--- config.mk ---
export PLATFORM = sky130hd
export DESIGN_NAME = ram_addr_regs
export DESIGN_NICKNAME = d
export VERILOG_FILES = /design/src/rtl/ras_pkg.sv /design/src/rtl/ras_cnt_step.sv /design/src/rtl/ras_addr_pair.sv /design/src/rtl/ram_addr_regs.sv
export SDC_FILE = /design/constraint.sdc
export NUM_CORES = 1
export LEC_CHECK = 0
export BUFFER_PORTS_ARGS = -buffer_cell sky130_fd_sc_hd__buf_2
export CORE_UTILIZATION = 52
export CTS_BUF_LIST = sky130_fd_sc_hd__clkbuf_16
export CTS_CLUSTER_DIAMETER = 50
export CTS_CLUSTER_SIZE = 12
export DETAILED_ROUTE_END_ITERATION = 8
export PLACE_DENSITY_LB_ADDON = 0.25
export SLEW_MARGIN = 20
export SYNTH_ARGS = -nofsm -noshare
export SYNTH_HDL_FRONTEND = slang
export SYNTH_SLANG_ARGS = --single-unit
export TNS_END_PERCENT = 50
--- constraint.sdc ---
create_clock -name clk -period 5 [get_ports clk]
set_clock_uncertainty 0.2 [all_clocks]
set_input_delay 1.25 -clock clk [delete_from_list [all_inputs] [get_ports clk]]
set_output_delay 1.25 -clock clk [all_outputs]
set_load 0.02 [all_outputs]
--- src/rtl/ras_pkg.sv ---
package ras_pkg;

  typedef enum logic [1:0] {
    STEP_NONE = 2'd0,
    STEP_UP   = 2'd1,
    STEP_DOWN = 2'd2
  } step_e;

  // Opposing requests cancel; a single request picks the direction.
  function automatic step_e decode_step(input logic inc, input logic dec);
    if (inc && !dec)      return STEP_UP;
    else if (dec && !inc) return STEP_DOWN;
    else                  return STEP_NONE;
  endfunction

endpackage

--- src/rtl/ras_cnt_step.sv ---
module ras_cnt_step #(
  parameter int DW = 4
) (
  input  logic [DW-1:0]   cur,
  input  ras_pkg::step_e  step,
  output logic [DW-1:0]   nxt,
  output logic            wrap
);
  import ras_pkg::*;

  function automatic logic at_top(input logic [DW-1:0] v);
    return &v;
  endfunction

  function automatic logic at_bottom(input logic [DW-1:0] v);
    return ~|v;
  endfunction

  function automatic logic [DW-1:0] step_up(input logic [DW-1:0] v);
    return v + {{(DW-1){1'b0}}, 1'b1};
  endfunction

  function automatic logic [DW-1:0] step_down(input logic [DW-1:0] v);
    return v - {{(DW-1){1'b0}}, 1'b1};
  endfunction

  always_comb begin
    nxt  = cur;
    wrap = 1'b0;
    case (step)
      STEP_UP: begin
        nxt  = step_up(cur);
        wrap = at_top(cur);
      end
      STEP_DOWN: begin
        nxt  = step_down(cur);
        wrap = at_bottom(cur);
      end
      default: begin
        nxt  = cur;
        wrap = 1'b0;
      end
    endcase
  end

endmodule

--- src/rtl/ras_addr_pair.sv ---
module ras_addr_pair #(
  parameter int DW = 4
) (
  input  logic          clk,
  input  logic          rst,
  input  logic          load_en,
  input  logic          swap_en,
  input  logic          step_en,
  input  logic [DW-1:0] load_val,
  input  logic [DW-1:0] step_val,
  output logic [DW-1:0] prim_q,
  output logic [DW-1:0] shad_q,
  output logic          swap_evt
);

  // Load outranks swap; stepping is gated upstream.
  assign swap_evt = swap_en && !load_en;

  always_ff @(posedge clk) begin
    if (rst) begin
      prim_q <= '0;
      shad_q <= '0;
    end else if (load_en) begin
      prim_q <= load_val;
    end else if (swap_evt) begin
      prim_q <= shad_q;
      shad_q <= prim_q;
    end else if (step_en) begin
      prim_q <= step_val;
    end
  end

endmodule

--- src/rtl/ram_addr_regs.sv ---
module ram_addr_regs #(
  parameter int DW = 4
) (
  input  logic            clk,
  input  logic            rst,
  input  logic [DW-1:0]   alu_res,
  input  logic            ld_x,
  input  logic            swp_x,
  input  logic            ld_y,
  input  logic            swp_y,
  input  logic            y_inc,
  input  logic            y_dec,
  output logic [DW-1:0]   file_addr,
  output logic [DW-1:0]   digit_addr,
  output logic [4*DW-1:0] ext_addr,
  output logic            y_wrap
);
  import ras_pkg::*;

  localparam int NPAIR = 2;
  localparam int IDX_X = 0;
  localparam int IDX_Y = 1;
  localparam int SLICE = 2 * DW;

  logic          load_en  [NPAIR];
  logic          swap_en  [NPAIR];
  logic          step_en  [NPAIR];
  logic [DW-1:0] step_val [NPAIR];
  logic [DW-1:0] prim_q   [NPAIR];
  logic [DW-1:0] shad_q   [NPAIR];
  logic          swap_w   [NPAIR];

  // Named events for the checker.
  logic          x_swap_evt;
  logic          y_swap_evt;
  logic          y_step_evt;
  step_e         y_step_req;
  step_e         y_step_eff;
  logic [DW-1:0] y_step_nxt;

  assign load_en[IDX_X] = ld_x;
  assign swap_en[IDX_X] = swp_x;
  assign load_en[IDX_Y] = ld_y;
  assign swap_en[IDX_Y] = swp_y;

  // Counter: effective only when the digit pair is neither loaded nor swapped.
  assign y_step_req = decode_step(y_inc, y_dec);
  assign y_step_evt = (y_step_req != STEP_NONE) && !ld_y && !swp_y;
  assign y_step_eff = y_step_evt ? y_step_req : STEP_NONE;

  ras_cnt_step #(.DW(DW)) u_ystep (
    .cur  (prim_q[IDX_Y]),
    .step (y_step_eff),
    .nxt  (y_step_nxt),
    .wrap (y_wrap)
  );

  assign step_en[IDX_X]  = 1'b0;
  assign step_val[IDX_X] = '0;
  assign step_en[IDX_Y]  = y_step_evt;
  assign step_val[IDX_Y] = y_step_nxt;

  for (genvar g = 0; g < NPAIR; g++) begin : g_pair
    ras_addr_pair #(.DW(DW)) u_pair (
      .clk      (clk),
      .rst      (rst),
      .load_en  (load_en[g]),
      .swap_en  (swap_en[g]),
      .step_en  (step_en[g]),
      .load_val (alu_res),
      .step_val (step_val[g]),
      .prim_q   (prim_q[g]),
      .shad_q   (shad_q[g]),
      .swap_evt (swap_w[g])
    );
    // Pair 0 lands in the top slice, the last pair in the bottom slice.
    assign ext_addr[(NPAIR-1-g)*SLICE +: DW]      = prim_q[g];
    assign ext_addr[(NPAIR-1-g)*SLICE + DW +: DW] = shad_q[g];
  end

  assign x_swap_evt = swap_w[IDX_X];
  assign y_swap_evt = swap_w[IDX_Y];
  assign file_addr  = prim_q[IDX_X];
  assign digit_addr = prim_q[IDX_Y];

endmodule

# After elaboration in Yosys (flattened, before gate mapping)
# Index checks and enable logic that the tools add are counted.
word_totals:
  ff_bits: 16
  output_inout_bits: 25
op_classes:
  muxes: 10
  addsub: 2
  reduce_logical: 21
  bitwise: 2
  n_eq_ne: 2
op_table:
  columns: ["operator", "n"]
  rows:
  - ["$mux W4", 5]
  - ["$pmux W4 S2", 1]
  - ["$logic_and A1 B1 Y1", 6]
  - ["$logic_not A1 Y1", 6]
  - ["$mux W2", 3]
  - ["$reduce_and A2 Y1", 3]
  - ["$add A4 B1 Y4 const B", 1]
  - ["$reduce_and A4 Y1", 1]
  - ["$reduce_bool A2 Y1", 2]
  - ["$reduce_bool A4 Y1", 1]
  - ["$reduce_or A4 Y1", 1]
  - ["$sub A4 B1 Y4 const B", 1]
  - ["$reduce_bool A3 Y1", 1]
  - ["$eq A2 B1 Y1 const B", 1]
  - ["$eq A2 B2 Y1 const B", 1]
  - ["$not A1 Y1", 2]
  - ["$pmux W1 S2", 1]

# Longest topological paths before layout
logic_depth:
  depth_word: 13
  ltp_mapped: 12

# By module
# A second synthesis with hierarchy kept.
hier_totals:
  cells_unflattened: 125
  area_unflattened_um2: 1199.9
modules_own_cells:
  columns: ["module", "instances", "area_each_um2", "seq_area_each_um2", "cells_each"]
  rows:
  - ["ras_addr_pair", 2, 442.9, 160.2, 42]
  - ["ras_cnt_step", 1, 195.2, 0.0, 25]
  - ["ram_addr_regs", 1, 118.9, 0.0, 16]

# Least setup slack after synthesis
# OpenSTA, ideal clock, no wires.
synth_path:
  path_kind: "input to output"
  from: "input y_inc"
  to: "output y_wrap"
  t_arrival_ns: 2.520
  slack_ns: 1.030
  required_time_ns: 3.550
  n_path_buf: 0
  stages: 8
  path_cell_list: "inv_1 ha_1 nor3_1 nand2_1 inv_1 ha_1 nand3_1 a21oi_1"
synth_via:
  elab_chain_cells: 10
synth_rtl:
  columns: ["element", "line", "text"]
  rows:
  - ["start, declared", "ram_addr_regs.sv:11", "input logic y_inc,"]
  - ["$logic_not A1 Y1", "ras_pkg.sv:12", "else if (dec && !inc) return STEP_DOWN;"]
  - ["$logic_and A1 B1 Y1", "ras_pkg.sv:12", null]
  - ["$mux W2", "ras_pkg.sv:12", null]
  - ["$mux W2 (*)", "ras_pkg.sv:11", "if (inc && !dec) return STEP_UP;"]
  - ["$reduce_bool A2 Y1", "ram_addr_regs.sv:48", "assign y_step_evt = (y_step_req != STEP_NONE) && !ld_y && !swp_y;"]
  - ["$logic_and A1 B1 Y1 (2 in series)", "ram_addr_regs.sv:48", null]
  - ["$mux W2 (*)", "ram_addr_regs.sv:49", "assign y_step_eff = y_step_evt ? y_step_req : STEP_NONE;"]
  - ["$eq A2 B2 Y1 / $eq A2 B1 Y1 (equally long branches)", "ras_cnt_step.sv:30", "case (step)"]
  - ["$pmux W1 S2 (*)", "ras_cnt_step.sv:30", null]
  - ["end, declared", "ram_addr_regs.sv:16", "output logic y_wrap"]
# Every way passes the cells marked *; elsewhere a longest branch is shown, timed or not.

# Final worst setup path
# Ends and elaborated chain as after synthesis.

==> results by group <==
Status
  • Status: finished clean

Synthesis
  • Main area contributors after synthesis: dfxtp_1, mux2i_1, ha_1
  • Area leader, netlist: dfxtp_1
  • Distinct cell type count after synthesis: 31
  • Yosys top cell area share: 0.306
  • Ys Warns: 0
  • Mapped Nets: 144
  • Avg Inst Size Synth: 8.38 sq um
  • Sequential share of the synthesized area: 0.306
  • Mapped Area: 1050 sq um
  • Yosys reg bits: 16
  • Post-Syn Instances: 125

Floorplan
  • Rows: 15
  • Core Box Area: 1800 sq um
  • Die area: 2200 sq um
  • Die Y: 46.9 um
  • Die width: 46.9 um
  • I/O pins: 37
  • Initial Utilization: 0.581

Layout
  • Share of cells above drive strength 1: 0.291
  • Most frequent cells in the layout: buf_2, nor2_1, dfxtp_1, inv_1, a21oi_1
  • Non-Filler Instances: 173
  • Most common cell after layout, fill and taps aside: buf_2
  • ANT cells: 0
  • Post-route cell area: 1220 sq um
  • Layout area overhead: 16.5%
  • Fin nets: 169

Routing
  • Antenna-violating nets left: 0
  • Average wire per standard cell: 12.2 um
  • Routed wire length: 2120 um
  • 1st-iter DRT viols: 6
  • First-pass DRT Iterations: 4
  • Vias: 888
  • Residual DRC count: 0
  • Vias per cell: 5.13

Global routing
  • Largest net degree at the start of global routing: 17
  • Initial antenna violation count: 0
  • Vias in the first global route: 778
  • Global-route wire length before repair: 3300 um
  • Remaining global-route overflow: 0
  • GR Util All Layers: 0.217

Power and ir drop
  • Maximum VDD drop: 0.297 mV
  • Sw Share: 0.259
  • Power consumption: 355 uW
  • Leak: 0.591 nW
  • Logic gate share of total power: 0.179
  • Switch Pwr: 91.9 uW
  • Total internal power: 263 uW
  • PwrDens: 291 nW/um^2
  • Flop pwr share: 0.398
  • Clock power frac: 0.423

Worst setup path
  • RR Startpoint: g_pair[1].u_pair.prim_q[0]$_SDFFE_PP0P_
  • CP Max Fanout: 5
  • Worst R2R End: g_pair[1].u_pair.prim_q[1]$_SDFFE_PP0P_
  • Cells on worst reg2reg path: 6
  • Critical Setup Path Class: in2out
  • Crit path DAT: 2.73 ns
  • Startpoint type of the worst setup path: input port
  • Crit path required time: 3.55 ns
  • CP endpoint kind: output pin
  • R2r setup slk: 3.06 ns

Clock network
  • Clk buf depth: 2
  • CTS sink cnt: 16
  • Post-CTS setup buffers: 0
  • Clock buffer count from CTS: 3
  • Clk slew on worst S/H paths: 0.05 ns
  • CTS root buf: clkbuf_16
  • Post-CTS Hold Buffers: 0
  • Clock Latency Late Sink: 0.24 ns
  • H-tree depth: 1
  • CTS tree: done
  • Post-CTS Resized: 0

Placement
  • Placed Area: 1140 sq um
  • GPL Wtd Cong: 0.754
  • Placed Instances: 170
  • IO Port Bufs: 36
  • Detail Placement HPWL: 1560 um

STA
  • Final min period: 4.18 ns
  • Slew Limit Fails: 0
  • Slew at the pin closest to its max-slew limit: 0.484 ns
  • RSZ-0062 raised after global routing: no
  • Final setup fails: 0
  • Worst hold slack: 0.312 ns
  • Slew margin rel.: 0.677
  • Maximum clock frequency: 239 MHz
  • Final hold vios: 0
  • Fin crit share: 0.837
  • Setup TNS: 0 ns

Job
  • Max Cap Viol: 0

Worst hold path
  • Hold Path Depth: 2
  • Hold Crit Endpoint: g_pair[0].u_pair.shad_q[3]$_SDFFE_PP0P_
  • Hold path start: g_pair[0].u_pair.shad_q[3]$_SDFFE_PP0P_
  • Hold Path Class: reg2reg
==> synthesized netlist by cell type <==
cell / number
a211oi_1: 2
a21oi_1: 11
a221oi_1: 1
a221oi_2: 1
and2_1: 1
and2b_1: 1
and3_1: 2
buf_2: 1
buf_4: 8
buf_6: 3
clkbuf_1: 4
dfxtp_1: 16
fa_1: 1
ha_1: 6
inv_1: 12
mux2i_1: 9
nand2_1: 4
nand3_1: 4
nor2_1: 18
nor2b_1: 4
nor3_1: 4
nor3b_2: 1
nor4b_4: 1
o211ai_1: 3
o21ai_0: 1
o21ai_1: 1
o21bai_1: 1
o31ai_2: 1
or3b_1: 1
xnor2_1: 1
xor2_1: 1
==> metrics by stage <==
stage / setup slack [ns] / utilization
4_1_cts: 0.795 / 0.677
3_3_place_gp: 0.979 / 0.635
2_1_floorplan: 1.03 / -
5_1_grt: 0.681 / 0.677
6_report: 0.817 / 0.677
3_5_place_dp: 0.807 / 0.635
==> per-layer routing <==
layer,vias up,part of all wire,track usage
li1,457,-,-
met1,406,0.45,0.255
met2,23,0.50,0.392
met3,2,0.047,0.0692
met4,0,0.0019,0.0343
met5,-,0,0
==> layout make-up <==
class	instances	area, sq um
timing repair buffer	36	180
sequential	16	320
fill	158	582
inverter	12	45.0
tap	25	31.3
multi-input combinational	81	568
clock buffer	3	75.1
==> logic make-up (layout without fill, tap and decap cells) <==
logic type / Yosys count / after routing / synth area share
AOI/OAI and AO/OA: 22 / 22 / 0.140
and+or+nand+nor: 41 / 41 / 0.209
muxes: 9 / 9 / 0.0860
xor gates and xnor gates: 2 / 2 / 0.0167
DFF: 16 / 16 / 0.306
adders and majority gates: 7 / 7 / 0.0908
buffers and inverters: 28 / 51 / 0.152
==> power groups by stage <==
stage / clock network, mW / logic [mW] / registers [mW]
6_report: 0.150 / 0.0637 / 0.141
5_1_grt: 0.161 / 0.0700 / 0.143
4_1_cts: 0.153 / 0.0641 / 0.141
3_5_place_dp: 0 / 0.0634 / 0.144
3_3_place_gp: 0 / 0.0622 / 0.143
2_1_floorplan: 0 / 0.0451 / 0.150
==> flip-flops by register name (all words and copies together) (netlist names) <==
signal,count
g_pair.u_pair.prim_q,8
g_pair.u_pair.shad_q,8
==> critical path, stage by stage <==
cell	delay [ns]
buf_2	0.09
inv_1	0.04
ha_1	0.29
nor3_1	0.22
nand2_1	0.13
inv_1	0.08
ha_1	0.24
nand3_1	0.10
a21oi_1	0.13
buf_2	0.17
==> worst max-delay path by stage <==
| stage | slack (ns) | cells after the start | from | endpoint |
|---|---|---|---|---|
| 4_1_cts | 0.79 | 10 | y_inc | y_wrap |
| 5_1_grt | 0.68 | 10 | y_inc | y_wrap |
| 3_5_place_dp | 0.81 | 10 | y_inc | y_wrap |
| 6_report | 0.82 | 10 | y_inc | y_wrap |
| 3_3_place_gp | 0.98 | 10 | y_inc | y_wrap |
| 2_1_floorplan | 1.03 | 8 | y_inc | y_wrap |
Power figures use the tool's default switching activity.
